### src/rtl/rxwm_pkg.sv
package rxwm_pkg;

  typedef enum logic [1:0] {
    WM_16  = 2'b00,
    WM_32  = 2'b01,
    WM_64  = 2'b10,
    WM_112 = 2'b11
  } wm_sel_e;

  localparam logic [1:0] WM_RESET = 2'b10;
  localparam int unsigned SLOT_BYTES_DEF = 64;

  function automatic int unsigned wm_bytes(input logic [1:0] sel);
    case (sel)
      2'b00:   return 16;
      2'b01:   return 32;
      2'b10:   return 64;
      default: return 112;
    endcase
  endfunction

endpackage

### src/rtl/rxwm_cfg_reg.sv
module rxwm_cfg_reg
  import rxwm_pkg::*;
(
  input  logic       clk,
  input  logic       rst,
  input  logic       wr_en,
  input  logic       halted,
  input  logic [3:0] wdata,
  output logic [1:0] wm_sel,
  output logic [3:0] rd_data
);

  logic [1:0] wm_q;

  always_ff @(posedge clk) begin
    if (rst) begin
      wm_q <= WM_RESET;
    end else if (wr_en && halted) begin
      wm_q <= wdata[1:0];
    end
  end

  assign wm_sel  = wm_q;
  assign rd_data = {2'b11, wm_q};

endmodule

### src/rtl/rxwm_frame_track.sv
module rxwm_frame_track #(
  parameter int unsigned SLOT_BYTES = 64,
  localparam int unsigned BC_W = $clog2(SLOT_BYTES + 1)
) (
  input  logic clk,
  input  logic rst,
  input  logic frame_start,
  input  logic frame_done,
  input  logic rx_byte,
  input  logic full_duplex,
  output logic qualified,
  output logic done
);

  localparam logic [BC_W-1:0] SLOT_CNT = BC_W'(SLOT_BYTES);

  logic [BC_W-1:0] byte_cnt;
  logic            done_q;

  always_ff @(posedge clk) begin
    if (rst) begin
      byte_cnt <= '0;
    end else if (frame_start) begin
      byte_cnt <= '0;
    end else if (rx_byte && (byte_cnt != SLOT_CNT)) begin
      byte_cnt <= byte_cnt + 1'b1;
    end
  end

  always_ff @(posedge clk) begin
    if (rst) begin
      done_q <= 1'b0;
    end else if (frame_start) begin
      done_q <= 1'b0;
    end else if (frame_done) begin
      done_q <= 1'b1;
    end
  end

  assign qualified = full_duplex || (byte_cnt == SLOT_CNT);
  assign done      = done_q;

endmodule

### src/rtl/rxwm_req_gen.sv
module rxwm_req_gen #(
  parameter int unsigned CNT_W = 8
) (
  input  logic             clk,
  input  logic             rst,
  input  logic [CNT_W-1:0] fifo_count,
  input  logic [CNT_W-1:0] threshold,
  input  logic             qualified,
  input  logic             done,
  input  logic             frame_start,
  input  logic             frame_done,
  input  logic             runt_accept,
  output logic             dma_req
);

  logic req_q;
  logic set_wm;
  logic set_fin;
  logic release_now;

  always_comb begin
    set_wm      = !frame_start && !done && qualified && (fifo_count >= threshold);
    set_fin     = !frame_start && frame_done && (runt_accept || qualified);
    release_now = done && (fifo_count == '0);
  end

  always_ff @(posedge clk) begin
    if (rst) begin
      req_q <= 1'b0;
    end else if (set_wm || set_fin) begin
      req_q <= 1'b1;
    end else if (release_now) begin
      req_q <= 1'b0;
    end
  end

  assign dma_req = req_q;

endmodule

### src/rtl/rx_dma_watermark.sv
module rx_dma_watermark
  import rxwm_pkg::*;
#(
  parameter int unsigned CNT_W      = 8,
  parameter int unsigned SLOT_BYTES = SLOT_BYTES_DEF
) (
  input  logic             clk,
  input  logic             rst,
  input  logic [CNT_W-1:0] fifo_count,
  input  logic             rx_byte,
  input  logic             frame_start,
  input  logic             frame_done_ok,
  input  logic             full_duplex,
  input  logic             runt_accept,
  input  logic             ctrl_halted,
  input  logic             cfg_wr_en,
  input  logic [3:0]       cfg_wr_data,
  output logic [3:0]       cfg_rd_data,
  output logic             dma_req
);

  logic [1:0]       wm_sel;
  logic [CNT_W-1:0] threshold;
  logic             qualified;
  logic             done;

  rxwm_cfg_reg u_cfg (
    .clk     (clk),
    .rst     (rst),
    .wr_en   (cfg_wr_en),
    .halted  (ctrl_halted),
    .wdata   (cfg_wr_data),
    .wm_sel  (wm_sel),
    .rd_data (cfg_rd_data)
  );

  assign threshold = CNT_W'(wm_bytes(wm_sel));

  rxwm_frame_track #(.SLOT_BYTES(SLOT_BYTES)) u_trk (
    .clk         (clk),
    .rst         (rst),
    .frame_start (frame_start),
    .frame_done  (frame_done_ok),
    .rx_byte     (rx_byte),
    .full_duplex (full_duplex),
    .qualified   (qualified),
    .done        (done)
  );

  rxwm_req_gen #(.CNT_W(CNT_W)) u_req (
    .clk         (clk),
    .rst         (rst),
    .fifo_count  (fifo_count),
    .threshold   (threshold),
    .qualified   (qualified),
    .done        (done),
    .frame_start (frame_start),
    .frame_done  (frame_done_ok),
    .runt_accept (runt_accept),
    .dma_req     (dma_req)
  );

endmodule

### config.mk
export PLATFORM = sky130hd
export DESIGN_NAME = rx_dma_watermark
export DESIGN_NICKNAME = d
export VERILOG_FILES = /design/src/rtl/rxwm_pkg.sv /design/src/rtl/rxwm_cfg_reg.sv /design/src/rtl/rxwm_frame_track.sv /design/src/rtl/rxwm_req_gen.sv /design/src/rtl/rx_dma_watermark.sv
export SDC_FILE = /design/constraint.sdc
export NUM_CORES = 1
export LEC_CHECK = 0
export ABC_CLOCK_PERIOD_IN_PS = 2029
export CORE_MARGIN = 4
export CORE_UTILIZATION = 24
export CTS_CLUSTER_SIZE = 25
export DETAILED_ROUTE_END_ITERATION = 7
export PLACE_DENSITY = 0.61
export SYNTH_ARGS = -nofsm -noshare
export SYNTH_HDL_FRONTEND = slang
export SYNTH_SLANG_ARGS = --single-unit
export TNS_END_PERCENT = 1
### constraint.sdc
create_clock -name clk -period 2.03 [get_ports clk]
set_input_delay 0.406 -clock clk [delete_from_list [all_inputs] [get_ports clk]]
set_output_delay 0.406 -clock clk [all_outputs]
set_load 0.02 [all_outputs]
; ---- Word level (Yosys, flattened, before mapping)
; Cells that the tools add are included.
; Widths: inputs -> output; s select.
[totals]
regBits = 11
input_bits = 21
out_inout_bits = 5
wordCells = 30
[classes]
addsub = 1
magnitude_cmp = 1
n_eq_ne = 4
muxes = 3
reduce_logical = 17
[ops]
columns = operator, n
row1 = $pmux 7 s3, 1
row2 = $ge 8x7->1, 1
row3 = $logic_and 1x1->1, 8
row4 = $logic_not 8->1, 1
row5 = $add 7x1->7 const B, 1
row6 = $eq 7x7->1 const B, 1
row7 = $ne 7x7->1 const B, 1
row8 = $logic_or 1x1->1, 3
row9 = $eq 2x1->1 const B, 1
row10 = $eq 2x2->1 const B, 1
row11 = $logic_not 1->1, 2
row12 = $logic_not 2->1, 1
row13 = $mux 1, 2
row14 = $reduce_bool 2->1, 1
row15 = $reduce_or 2->1, 1

; ---- Logic depth before layout (Yosys ltp)
[logic_depth]
word_depth = 6
mapped_depth = 8
depth_no_buf = 8

; ---- Modules after synthesis
; From an unflattened synthesis, not the netlist that was laid out.
[hier_totals]
hier_cells = 101
area_unflattened_um2 = 852.1
[by_module_without_submodules]
columns = module, instances, cells_each, area_per_inst_um2, seq_area_each_um2
row1 = rxwm_frame_track, 1, 46, 402.9, 160.2
row2 = rxwm_req_gen, 1, 35, 276.5, 20.0
row3 = rxwm_cfg_reg, 1, 12, 111.4, 40.0
row4 = rx_dma_watermark, 1, 8, 61.3, 0.0

; ---- Worst setup path after synthesis
; OpenSTA, ideal clock, no wires.
[synth_timing]
kind = flip-flop to flip-flop
start = register u_cfg.wm_q[0], in the netlist u_cfg.wm_sel[0]
end = register u_req.req_q, in the netlist u_req.dma_req
setup_time_ns = 0.127
t_arrival_ns = 1.630
required_time_ns = 1.903
path_slack_ns = 0.273
stages_incl_launch_ff = 9
n_path_buf = 0
period_less_slack_ns = 1.757
path_cell_list = dfxtp_1 inv_1 ha_1 nor2_1 ha_1 a211oi_1 o21ai_0 o211ai_1 a31oi_1
[synth_between]
elab_chain_len = 6
elab_cells_between_ends = 9
classes_between = order compare (1) / eq/ne (2) / mux (2) / reduce/logical (4)
[synth_rtl]
columns = item, line
row1 = start: declaration, rxwm_cfg_reg.sv:13  ; logic [1:0] wm_q;
row2 = start signal: assignment, rxwm_cfg_reg.sv:19  ; wm_q <= wdata[1:0];
row3 = "$eq 2x2->1, or another cell as far along", rxwm_pkg.sv:14  ; case (sel)
row4 = $pmux 7 s3 *, rxwm_pkg.sv:14
row5 = $ge 8x7->1 *, rxwm_req_gen.sv:22  ; set_wm = !frame_start && !done && qualified && (fifo_count >= threshold);
row6 = $logic_and 1x1->1 *, rxwm_req_gen.sv:22
row7 = $logic_or 1x1->1 *, rxwm_req_gen.sv:30  ; end else if (set_wm || set_fin) begin
row8 = $mux 1 / $reduce_bool 2->1 (equally long branches), --
row9 = end signal: assignment, rxwm_req_gen.sv:29  ; req_q <= 1'b0;
row10 = end signal: assignment, rxwm_req_gen.sv:31  ; req_q <= 1'b1;
row11 = end signal: assignment, rxwm_req_gen.sv:33  ; req_q <= 1'b0;
row12 = end: declaration, rxwm_req_gen.sv:16  ; logic req_q;
; Mark *: on every way between the ends. The rest lies on a longest branch, timed or not.
; A chain may end at the register's enable or synchronous reset.

; ---- Final worst setup path
; Ends and elaborated chain as after synthesis.

==> results.md <==
* Core area at 2500 µm²
* Cell depth of the worst setup path at 8
* DRC at 0
* RSZ-0062 raised after global routing: no
* CP max FO at 4
* Post-synthesis mux area share at 1.57%
* FF/Latch Area at 220 µm²
* VDD IR max at 256 µV
* Mapped Cells at 74
* Starting Density at 25.6%
* Critical Path End Type: register
* Setup Fix Bufs, Post-CTS at 0
* Initial drt markers at 6
* Die ar. at 3550 µm²
* Die height at 59.6 µm
* CP bufs+invs at 1
* Layout cells sized above 1 at 6.19%
* Std-Cell Rows at 18
* N_diodes at 0
* R2R cell count at 8
* Final core utilization at 35.9%
* Switching power at 0.000118 W
* CP Capture Point: u_req.dma_req
* Maximum buffer depth of the clock tree at 2
* Most frequent cell after synthesis: nor2_1
* FF-to-FF End: u_req.dma_req
* First-pass GRT wire length at 2340 µm
* Sequential share of power at 48.2%
* Fin crit period at 1.78 ns
* Fillers at 275
* Hold Path Cell Cnt at 2
* Reg-to-reg startpoint: u_cfg.wm_sel[0]
* Synth-to-Final Area Change at 40.5%
* Multi-input gate area at 389 µm²
* Port Buffers at 21
* CTS resizes at 0
* Crit-path max cell delay at 0.39 ns
* Yosys reg bits at 11
* Clock root buffer: clkbuf_4
* Post-DRT Antenna Nets at 0
* Clock transition at path regs at 0.07 ns
* Final hold vios at 0
* Cell Chain, Critical Path: inv_1, ha_1, nor2_1, ha_1, a211oi_1, o21ai_0, o211ai_1, a31oi_1
* Clock group share of total power at 31.0%
* Post-DR vias/cell at 4.69
* Status: complete, no violations
* CTS tree: done
* Switch share at 25.0%
* Cell taking the most area after synthesis: dfxtp_1
* GPL Wtd Cong at 0.776
* Mapped Area at 639 µm²
* Via Count at 596
* Synth Area in Compound Gates at 12.5%
* Post-CTS Hold Buffers at 0
* IO Count at 26
* Slowest cell on the critical path: dfxtp_1
* Adder-cell share of the synthesized area at 13.7%
* Ys Warns at 0
* Worst hold path type: reg -> reg
* Post-synth top area share at 34.4%
* Vias in the first global route at 632
* H-tree Lvls at 1
* Largest net degree at the start of global routing at 9
* Max-slew violation count at 0
* Gr ovfl total at 0
* Fin crit share at 87.8%
* Most used cell, CP: ha_1
* Crit path DAT at 1.93 ns
* Pre-antenna DRT Iters at 2
* Seq/Total Area, Yosys at 34.4%
* XOR/XNOR Fraction of Synth Area at 8.22%
* Cell-internal power at 0.000355 W
* Placed wire-length estimate at 1150 µm
* Total track usage at 8.82%
* Pwr dens at 527 nW/µm²
* MaxCap Viol Count at 0
* Drt total wl at 1340 µm
* Fin nets at 126
* Post-synth ARST share at 0%
* Combinational power share at 20.8%
* Dominant synthesized flop cell: dfxtp_1
* Final setup viols at 0
* Initial antenna violation count at 0
* CP startpoint: u_cfg.wm_sel[0]
* Simple-Gate Fraction of Synth Area at 23.7%
* Kind of critical path: reg -> reg
* CP required at 2.18 ns
* Worst skew pair latency at 0.26 ns
* R2r setup slk at 0.25 ns
* Mean post-synth cell area at 8.64 µm²
* Synth unique cells at 29
* CP top delay family: compound AO/OA/AOI/OAI gates
* Width of the die at 59.6 µm
* CTS Buf Count at 3
* Synth area leaders: dfxtp_1 34%, ha_1 14%, nor2_1 7.0%
* Setup Skew at 0.00426 ns
* Tot Pwr at 0.000473 W
* Top cells by count, synth: 12 x nor2_1, 11 x dfxtp_1, 7 x ha_1, 5 x xor2_1
* Setup_tns at 0 ns
* Max Freq at 0.561 GHz
* Number of flops mapped to enable cells by yosys at 0
* WL per Instance at 10.6 µm
* Largest family of logic cells by synthesized area: simple AND/OR/NAND/NOR gates
* CTS sink cnt at 11
* Leak at 0.354 nW
* Setup crit start kind: register
## area by class of cell
cell class / instances / share of cell area (%)
multi-input cells: 57 / 43.3
clock buffers: 4 / 2.92
inverters: 4 / 1.67
well taps: 30 / 4.18
repair buffers: 21 / 23.4
flip-flops and latches: 11 / 24.5
## routing by layer
metal / global-route usage (%) / part of all wire (%)
met1: 8.60 / 42
met2: 13.9 / 44
met4: 6.33 / 2.5
met3: 5.01 / 12
met5: 0 / 0
## worst register-to-register path, cell delays in order, from the launching register on
cell      delay, ns
dfxtp_1        0.39
inv_1          0.09
ha_1           0.19
nor2_1         0.11
ha_1           0.26
a211oi_1       0.24
o21ai_0        0.13
o211ai_1       0.17
a31oi_1        0.10
## stage by stage
stage / instances / hold WS, ns / setup WS [ns] / instance area [µm²]
6_report: 127 / 0.504 / 0.248 / 898
5_1_grt: 127 / 0.522 / 0.0432 / 898
4_1_cts: 127 / 0.504 / 0.214 / 898
3_5_place_dp: 123 / 0.486 / 0.0972 / 872
3_3_place_gp: 123 / 0.488 / 0.139 / 872
2_1_floorplan: 75 / 0.459 / 0.273 / 643
## layout by cell type, fill, tap and decap left out, drive strengths merged
cell type      instances
dfxtp                 11
conb                   2
and3                   2
nand2b                 1
a31oi                  1
mux2i                  1
o21bai                 1
ha                     7
nor2                  12
nor2b                  1
nand4                  3
o211ai                 2
a211oi                 1
a21oi                  1
nand3                  3
o21ai                  3
or2                    1
clkdlybuf4s50         21
o31ai                  1
or4b                   1
xor2                   5
or4                    1
nand2                  4
xnor2                  1
inv                    4
nor3                   1
clkbuf                 4
a211o                  1
## power by group through the flow
stage	logic (W)	registers, W	clock network (W)
floorplan	0.0000430	0.000237	0
global placement	0.0000964	0.000233	0
detailed placement	0.0000990	0.000233	0
CTS	0.0000995	0.000228	0.000151
global route	0.000110	0.000229	0.000166
finish	0.0000985	0.000228	0.000147
## logic make-up after synthesis
kind of cell / count (synthesis)
AND/OR/NAND/NOR: 30
AO/OA/AOI/OAI: 11
flip-flops: 11
adder cells (fa/ha/maj): 7
buffers and inverters: 7
XOR/XNOR: 6
other: 1
multiplexers: 1
## registers in the layout (all words and copies together) (netlist names)
signal	flops
u_trk.byte_cnt	7
u_req.dma_req	1
u_trk.done	1
u_cfg.wm_sel	2
## worst min-delay path by stage
stage / start / end
3_5_place_dp: u_req.dma_req / u_req.dma_req
6_report: u_req.dma_req / u_req.dma_req
5_1_grt: u_req.dma_req / u_req.dma_req
4_1_cts: u_req.dma_req / u_req.dma_req
3_3_place_gp: u_req.dma_req / u_req.dma_req
2_1_floorplan: u_trk.done / u_trk.done
(Power assumes the default switching activity.)
